==> src/rtl/pgwr_pkg.sv <==
package pgwr_pkg;

  typedef enum logic [1:0] {
    ST_IDLE = 2'd0,
    ST_FILL = 2'd1,
    ST_PROG = 2'd2
  } pgwr_state_e;

  // Offset that follows `slot` inside a page of `page_bytes` entries.
  function automatic logic [31:0] next_slot(logic [31:0] slot, logic [31:0] page_bytes);
    return (slot + 32'd1) & (page_bytes - 32'd1);
  endfunction

  // True while the program-cycle tick still points at a page slot.
  function automatic logic tick_in_page(logic [31:0] tick, logic [31:0] page_bytes);
    return tick < page_bytes;
  endfunction

endpackage

==> src/rtl/pgwr_latch.sv <==
module pgwr_latch #(
  parameter int PAGE_BYTES = 16,
  parameter int DATA_W     = 8,
  localparam int OFF_W     = $clog2(PAGE_BYTES)
) (
  input  logic                  clk,
  input  logic                  rst_n,
  input  logic                  clr,
  input  logic                  wr_en,
  input  logic [OFF_W-1:0]      wr_off,
  input  logic [DATA_W-1:0]     wr_data,
  input  logic [OFF_W-1:0]      rd_off,
  output logic [DATA_W-1:0]     rd_data,
  output logic [PAGE_BYTES-1:0] vld_mask
);

  logic [PAGE_BYTES*DATA_W-1:0] slot_flat;

  for (genvar g = 0; g < PAGE_BYTES; g++) begin : g_slot
    logic [DATA_W-1:0] byte_q;
    logic              vld_q;
    logic              hit;

    assign hit = wr_en && (wr_off == OFF_W'(g));

    always_ff @(posedge clk or negedge rst_n) begin
      if (!rst_n) begin
        byte_q <= '0;
        vld_q  <= 1'b0;
      end else if (clr) begin
        vld_q  <= 1'b0;
      end else if (hit) begin
        byte_q <= wr_data;
        vld_q  <= 1'b1;
      end
    end

    assign slot_flat[g*DATA_W +: DATA_W] = byte_q;
    assign vld_mask[g]                   = vld_q;
  end

  assign rd_data = slot_flat[rd_off*DATA_W +: DATA_W];

endmodule

==> src/rtl/pgwr_timer.sv <==
module pgwr_timer #(
  parameter int WRITE_CYCLES = 1000,
  localparam int CNT_W       = $clog2(WRITE_CYCLES + 1)
) (
  input  logic             clk,
  input  logic             rst_n,
  input  logic             load,
  output logic             busy,
  output logic             last,
  output logic [CNT_W-1:0] tick
);

  logic [CNT_W-1:0] cnt_q;
  logic             busy_q;

  assign last = busy_q && (cnt_q == CNT_W'(WRITE_CYCLES - 1));

  always_ff @(posedge clk or negedge rst_n) begin
    if (!rst_n) begin
      cnt_q  <= '0;
      busy_q <= 1'b0;
    end else if (load) begin
      cnt_q  <= '0;
      busy_q <= 1'b1;
    end else if (busy_q) begin
      if (last) busy_q <= 1'b0;
      else      cnt_q  <= cnt_q + 1'b1;
    end
  end

  assign busy = busy_q;
  assign tick = cnt_q;

endmodule

==> src/rtl/pgwr_ctrl.sv <==
module pgwr_ctrl
  import pgwr_pkg::*;
(
  input  logic clk,
  input  logic rst_n,
  input  logic cmd_start,
  input  logic wel_in,
  input  logic cs_rise,
  input  logic cs_aligned,
  input  logic any_valid,
  input  logic prog_last,
  output logic frame_open,
  output logic frame_commit,
  output logic frame_abort,
  output logic fill_active,
  output logic in_prog
);

  pgwr_state_e state_q, state_d;

  always_comb begin
    state_d      = state_q;
    frame_open   = 1'b0;
    frame_commit = 1'b0;
    frame_abort  = 1'b0;
    unique case (state_q)
      ST_IDLE: begin
        if (cmd_start && wel_in) begin
          frame_open = 1'b1;
          state_d    = ST_FILL;
        end
      end
      ST_FILL: begin
        if (cs_rise) begin
          if (cs_aligned && any_valid) begin
            frame_commit = 1'b1;
            state_d      = ST_PROG;
          end else begin
            frame_abort = 1'b1;
            state_d     = ST_IDLE;
          end
        end
      end
      ST_PROG: begin
        if (prog_last) state_d = ST_IDLE;
      end
      default: state_d = ST_IDLE;
    endcase
  end

  always_ff @(posedge clk or negedge rst_n) begin
    if (!rst_n) state_q <= ST_IDLE;
    else        state_q <= state_d;
  end

  assign fill_active = (state_q == ST_FILL);
  assign in_prog     = (state_q == ST_PROG);

endmodule

==> src/rtl/pgwr_engine.sv <==
module pgwr_engine
  import pgwr_pkg::*;
#(
  parameter int ADDR_W       = 11,
  parameter int DATA_W       = 8,
  parameter int PAGE_BYTES   = 16,
  parameter int WRITE_CYCLES = 1000
) (
  input  logic              clk,
  input  logic              rst_n,
  input  logic              cmd_start,
  input  logic [ADDR_W-1:0] cmd_addr,
  input  logic              byte_vld,
  input  logic [DATA_W-1:0] byte_data,
  input  logic              cs_rise,
  input  logic              cs_aligned,
  input  logic              wel_in,
  output logic              wip,
  output logic              wel_clr,
  output logic              arr_we,
  output logic [ADDR_W-1:0] arr_addr,
  output logic [DATA_W-1:0] arr_wdata
);

  localparam int OFF_W = $clog2(PAGE_BYTES);
  localparam int PG_W  = ADDR_W - OFF_W;
  localparam int CNT_W = $clog2(WRITE_CYCLES + 1);

  // Named internal events (observed by the bound checker).
  logic frame_open, frame_commit, frame_abort;
  logic fill_active, ctrl_prog, prog_last, byte_take, any_valid, in_drain;

  logic [OFF_W-1:0]      off_q, drain_idx;
  logic [PG_W-1:0]       page_q;
  logic [PAGE_BYTES-1:0] vld_mask;
  logic [DATA_W-1:0]     rd_data;
  logic [CNT_W-1:0]      tick;

  assign byte_take = byte_vld && fill_active;
  assign any_valid = |vld_mask;

  always_ff @(posedge clk or negedge rst_n) begin
    if (!rst_n) begin
      off_q  <= '0;
      page_q <= '0;
    end else if (frame_open) begin
      page_q <= cmd_addr[ADDR_W-1:OFF_W];
      off_q  <= cmd_addr[OFF_W-1:0];
    end else if (byte_take) begin
      off_q  <= OFF_W'(next_slot(32'(off_q), 32'(PAGE_BYTES)));
    end
  end

  pgwr_ctrl u_ctrl (
    .clk         (clk),
    .rst_n       (rst_n),
    .cmd_start   (cmd_start),
    .wel_in      (wel_in),
    .cs_rise     (cs_rise),
    .cs_aligned  (cs_aligned),
    .any_valid   (any_valid),
    .prog_last   (prog_last),
    .frame_open  (frame_open),
    .frame_commit(frame_commit),
    .frame_abort (frame_abort),
    .fill_active (fill_active),
    .in_prog     (ctrl_prog)
  );

  pgwr_latch #(
    .PAGE_BYTES(PAGE_BYTES),
    .DATA_W    (DATA_W)
  ) u_latch (
    .clk     (clk),
    .rst_n   (rst_n),
    .clr     (frame_open),
    .wr_en   (byte_take),
    .wr_off  (off_q),
    .wr_data (byte_data),
    .rd_off  (drain_idx),
    .rd_data (rd_data),
    .vld_mask(vld_mask)
  );

  pgwr_timer #(
    .WRITE_CYCLES(WRITE_CYCLES)
  ) u_timer (
    .clk  (clk),
    .rst_n(rst_n),
    .load (frame_commit),
    .busy (wip),
    .last (prog_last),
    .tick (tick)
  );

  assign in_drain  = wip && tick_in_page(32'(tick), 32'(PAGE_BYTES));
  assign drain_idx = tick[OFF_W-1:0];
  assign arr_we    = in_drain && vld_mask[drain_idx];
  assign arr_addr  = {page_q, drain_idx};
  assign arr_wdata = rd_data;
  assign wel_clr   = prog_last;

endmodule

==> config.mk <==
export PLATFORM = sky130hd
export DESIGN_NAME = pgwr_engine
export DESIGN_NICKNAME = d
export VERILOG_FILES = /design/src/rtl/pgwr_pkg.sv /design/src/rtl/pgwr_latch.sv /design/src/rtl/pgwr_timer.sv /design/src/rtl/pgwr_ctrl.sv /design/src/rtl/pgwr_engine.sv
export SDC_FILE = /design/constraint.sdc
export NUM_CORES = 1
export LEC_CHECK = 0
export ABC_AREA = 1
export BUFFER_PORTS_ARGS = -buffer_cell sky130_fd_sc_hd__buf_2
export CAP_MARGIN = 10
export CORE_UTILIZATION = 35
export DETAILED_ROUTE_END_ITERATION = 7
export PLACE_DENSITY = 0.65
export SETUP_SLACK_MARGIN = 0.4
export SLEW_MARGIN = 0
export SYNTH_ARGS = -nofsm -noshare
export SYNTH_HDL_FRONTEND = slang
export SYNTH_SLANG_ARGS = --single-unit
==> constraint.sdc <==
create_clock -name clk -period 1.5 [get_ports clk]
set_input_delay 0.225 -clock clk [delete_from_list [all_inputs] [get_ports clk]]
set_output_delay 0.225 -clock clk [all_outputs]
set_load 0.03 [all_outputs]
======== Word level (Yosys, flattened, before mapping) ========
Index checks and enable logic that the tools add are counted.
Widths: inputs -> output; s select.
storage, ports and cells
  output and inout port bits .............. 22
  register bits after elaboration ......... 168
  bits of input ports ..................... 26
cells by class
  equal/unequal tests ..................... 22
  $lt $le $gt $ge ......................... 2
  add/subtract/negate cells ............... 2
  bitwise logic cells ..................... 1
  multiplexer cells ....................... 52
  shift-type cells ........................ 1
  reduce and logical (&&, ||, !) cells .... 61
operators by type and width
  operator               number
  $shiftx 128x8->8       1
  $mux 1                 41
  $reduce_bool 2->1      18
  $reduce_and 2->1       17
  $eq 4x4->1 const B     8
  $mux 10                3
  $logic_and 1x1->1      22
  $eq 4x3->1 const B     4
  $reduce_or 16->1       1
  $add 10x1->10 const B  1
  $eq 10x10->1 const B   1
  $lt 10x5->1 const B    1
  $eq 4x2->1 const B     2
  $mux 2                 4
  $mux 4                 2
  $pmux 2 s3             1
  $lt 4x5->1 const B     1
  $add 4x1->4 const B    1
  $bmux 1 s4             1
  $eq 4x1->1 const B     1
  $logic_not 4->1        1
  $ne 2x1->1 const B     2
  $ne 2x2->1 const B     2
  $reduce_and 3->1       1
  other kinds (4)        4

======== Depth between registers and ports, before layout ========
  depth in word-level cells ............... 7
  depth in mapped cells ................... 9

======== By module ========
A second synthesis with hierarchy kept.
unflattened totals
  cells, all modules ...................... 1,120
  area, all modules ....................... 8,383.0 um^2
by module, submodules not included
  module       times used  seq. area each (um^2)  cells an instance  area each (um^2)
  pgwr_latch   1           3,603.5                907                6,861.6
  pgwr_engine  1           275.3                  104                726.9
  pgwr_timer   1           275.3                  89                 661.9
  pgwr_ctrl    1           50.0                   20                 132.6

======== Least setup slack after synthesis ========
OpenSTA, ideal clock, no wires.
  path kind ............................... register to output
  start point ............................. register u_timer.cnt_q[0], in the netlist u_timer.tick[0]
  end point ............................... output arr_we
  required time ........................... 1.275 ns
  path slack .............................. -0.238 ns
  buffers on the path ..................... 2
  arrival time ............................ 1.513 ns
  cell stages (with the launch flop) ...... 9
  cell sequence ........................... dfrtp_1 buf_2 clkbuf_1 nand2_1 nand3_1 nand3_1 nand3_1 nand2_1 nor2_1
on the way
  word-level cells in the longest chain between the ends .. 3
ends and longest elaborated chain
  what                                                RTL line                              source
  start: declaration                                  pgwr_timer.sv:13                      logic [CNT_W-1:0] cnt_q;
  start signal: assignment                            pgwr_timer.sv:27                      else cnt_q <= cnt_q + 1'b1;
  $lt 10x5->1 / $bmux 1 s4 (equally long branches)    pgwr_pkg.sv:16, pgwr_engine.sv:98
  $logic_and 1x1->1 / $mux 1 (equally long branches)  pgwr_engine.sv:96, pgwr_engine.sv:98
  $logic_and 1x1->1 (*)                               pgwr_engine.sv:98                     assign arr_we = in_drain && vld_mask[drain_idx];
  end: declaration                                    pgwr_engine.sv:20                     output logic arr_we,
Mark *: on every way between the ends. The rest lies on a longest branch, timed or not. The select of a mux whose other input is x is not followed.

======== Worst setup path after layout ========
  start point ............................. register u_timer.cnt_q[0], in the netlist u_timer.tick[0]
  end point ............................... output arr_wdata[0]
on the way
  word-level cells in the longest chain between the ends .. 1
ends and longest elaborated chain
  what              RTL line           source
  $shiftx 128x8->8  pgwr_latch.sv:42   assign rd_data = slot_flat[rd_off*DATA_W +: DATA_W];
  end: declaration  pgwr_engine.sv:22  output logic [DATA_W-1:0] arr_wdata
No other way between the ends.

==> results.md <==
- Placed wire-length estimate: 14,530 microns
- Ant diodes: 0
- DR WL/cell: 24.24 microns
- Die X: 152.5 microns
- Rel. slew slack: 52.58%
- Synth unique cells: 30
- # IOs: 48
- GRT Residual Overflow: 0
- Largest net degree at the start of global routing: 67
- Final core utilization: 60.74%
- Area share of the largest cell type after synthesis: 53.01%
- Routed Antenna Nets: 0
- Share of cells above drive strength 1: 52.33%
- Fillcell total: 1,598
- Netlist Area Pre-Place: 7931 sq um
- CP Data Required Time: 1270 ps
- Initial Utilization: 36.01%
- Crit path launch type: flop
- DRC viols: 0
- Least-Margin Pin Slew: 708.1 ps
- Min Tclk post-route: 2479 ps
- CTS clk-pin slew, worst paths: 70 ps
- Ys async rst share: 100.0%
- First-pass GRT wire length: 48,770 microns
- Worst-Skew Late Latency: 450 ps
- Root buffer cell: clkbuf_16
- Initial antenna violation count: 0
- Top post-synthesis cells by area: dfrtp_1, nand2_1, o21ai_0, nor2_1, a21oi_1
- Pwr Total: 28.32 mW
- First-pass detailed-route iteration total: 8
- Vias/cell: 5.880
- Hold Vio Cnt, Final: 0
- Worst setup margin: -979.2 ps
- Yosys reg bits: 168
- WL final: 35,920 microns
- NumNets Final: 1,220
- TritonCTS Buffers: 17
- Clock Path Buffers: 2
- All-Layer GR Usage: 28.11%
- Net Count, Synth: 1,018
- Crit. End Element: output port
- Number of global-route vias before repair: 8,230
- Kind of critical path: reg2out
- Worst Clk Skew: 14.96 ps
- Commonest non-fill, non-tap cell in the layout: dfrtp_1
- Number of enable flip-flop cells after synthesis: 0
- Worst-path fanout max: 5
- Initial DRC count: 998
- Die height: 152.5 microns
- Maximum clock rate: 403.3 MHz
- Vias: 8,714
- Final setup viols: 164
- Gate Count Post-Synth: 987
- Status: finished with violations
- Input/output buffers: 47
- HP Class: in2reg
- # H-tree levels: 4
- Final Cycle Share: 165.3%
- Synth warn: 0
- Overall die area: 23,270 sq um
- GP Congestion: 0.8174
- Arr. time, crit path: 2250 ps
- Max Cap Viol: 0
- Power per standard cell area: 2117 nW/um^2
- FF-to-FF setup slack: -580 ps
- LEAKAGE: 5.920 nW
- Final Slew Violations: 0
- Dominant synthesized flop cell: dfrtp_1
- Most frequent cells in the layout: dfrtp_1, nand2_1, o21ai_2
- Avg Cell Area, Syn: 8.036 sq um
- Unrepaired setup endpoints after global routing: true
- Clock tree sinks: 168
- Sequential cell area fraction in the yosys report: 53.01%
- CTS tree: built
- VDD IR max: 0.001829 V
- Area growth, synth to finish: 68.67%
- Core area: 22,030 sq um
- Rows: 54
- Failing checks: setup timing
- Largest area contributor in the netlist: dfrtp_1
-- where the power goes --
| group | switching, mW | internal (mW) |
|---|---|---|
| Combinational | 8.75 | 7.19 |
| Sequential | 1.70 | 6.19 |
| Clock | 2.24 | 2.25 |
-- kinds of logic (layout without fill, tap and decap cells) --
group	count (synthesis)	count (layout)	share of synthesized area (%)
adder cells (fa/ha/maj)	5	5	0.7888
flip-flops	168	168	53.01
AND/OR/NAND/NOR	469	483	23.87
buffers and inverters	106	307	6.752
AO/OA/AOI/OAI	237	237	15.37
XOR/XNOR	2	2	0.2209
-- area by class of cell --
cell class / instances / area (sq um) / share of cell area (%)
timing repair inverter: 2 / 13.76 / 0.1029
sequential: 168 / 4207 / 31.44
multi-input combinational: 727 / 5137 / 38.40
clock buffer: 17 / 425.4 / 3.180
clock inverter: 15 / 175.2 / 1.309
tap: 280 / 350.3 / 2.619
inverter: 45 / 214.0 / 1.599
timing repair buffer: 228 / 2855 / 21.34
-- critical path: stages, from the launching register on --
cell and delay, ps:
dfrtp_2 470, buf_12 160, buf_8 100, nor2_1 50, o211ai_1 590, nand2_1 160, nand2_2 130, buf_6 130
-- layer usage --
metal,part of all wire (%),wire length (microns),global-route usage (%)
met5,0,0,0
met4,7.0,2531,15.63
met3,10,3725,7.679
met2,46,16500,44.48
met1,37,13170,34.87
-- final timing paths --
path | to | from | depth (start not counted)
max | arr_wdata[0] | u_timer.tick[0] | 7
min | u_latch.g_slot[12].byte_q[1] | byte_data[1] | 3
max reg2reg | u_timer.tick[8] | u_timer.tick[0] | 16
min reg2reg | u_latch.g_slot[9].byte_q[1] | u_latch.g_slot[9].byte_q[1] | 2
max in group asynchronous | u_latch.g_slot[8].byte_q[5] | rst_n | 3
min in group asynchronous | off_q[0] | rst_n | 2
-- metrics by stage --
stage          hold WS, ps  setup TNS [ps]  instance area, sq um  worst slack [ps]  cells
2_1_floorplan       -70.59               0                  8227             41.56    987
3_3_place_gp         118.0           -2970                  9161            -269.5   1331
3_5_place_dp         114.9           -3225                  9161            -269.3   1331
4_1_cts              8.334          -17620                 12040            -675.1   1453
5_1_grt              47.80          -43210                 13380            -961.7   1482
6_report             34.57          -34270                 13380            -979.2   1482
-- synth_stat cells (2+ instances only) --
cell type and instances:
a21oi_1 52, buf_2 13, buf_4 6, buf_6 13
clkbuf_1 27, dfrtp_1 168, ha_1 5, inv_1 44
nand2_1 305, nand2_2 2, nand3_1 49, nand4_1 4
nor2_1 98, nor2_4 3, nor3_1 4, o211ai_1 8
o21ai_0 166, o21ai_1 5, o22ai_1 3, xnor2_1 2
-- state kept, by name, indices dropped and copies added, names as in the netlist --
| name | count |
|---|---|
| off_q | 4 |
| page_q | 7 |
| u_ctrl.state_q | 2 |
| u_latch.g_slot.byte_q | 128 |
| u_latch.g_slot.vld_q | 16 |
| u_timer.busy | 1 |
| u_timer.tick | 10 |
-- what timing repair did --
item | CTS | global route
endpoints found under the setup margin | 190 | 190
pin swaps | 62 | 68
hold endpoints to repair | 32 | 0
cloned | 31 | 3
hold buffers | 9 | 0
setup buffers | 50 | 26
gates resized for setup | 404 | 278
(Power assumes the default switching activity.)
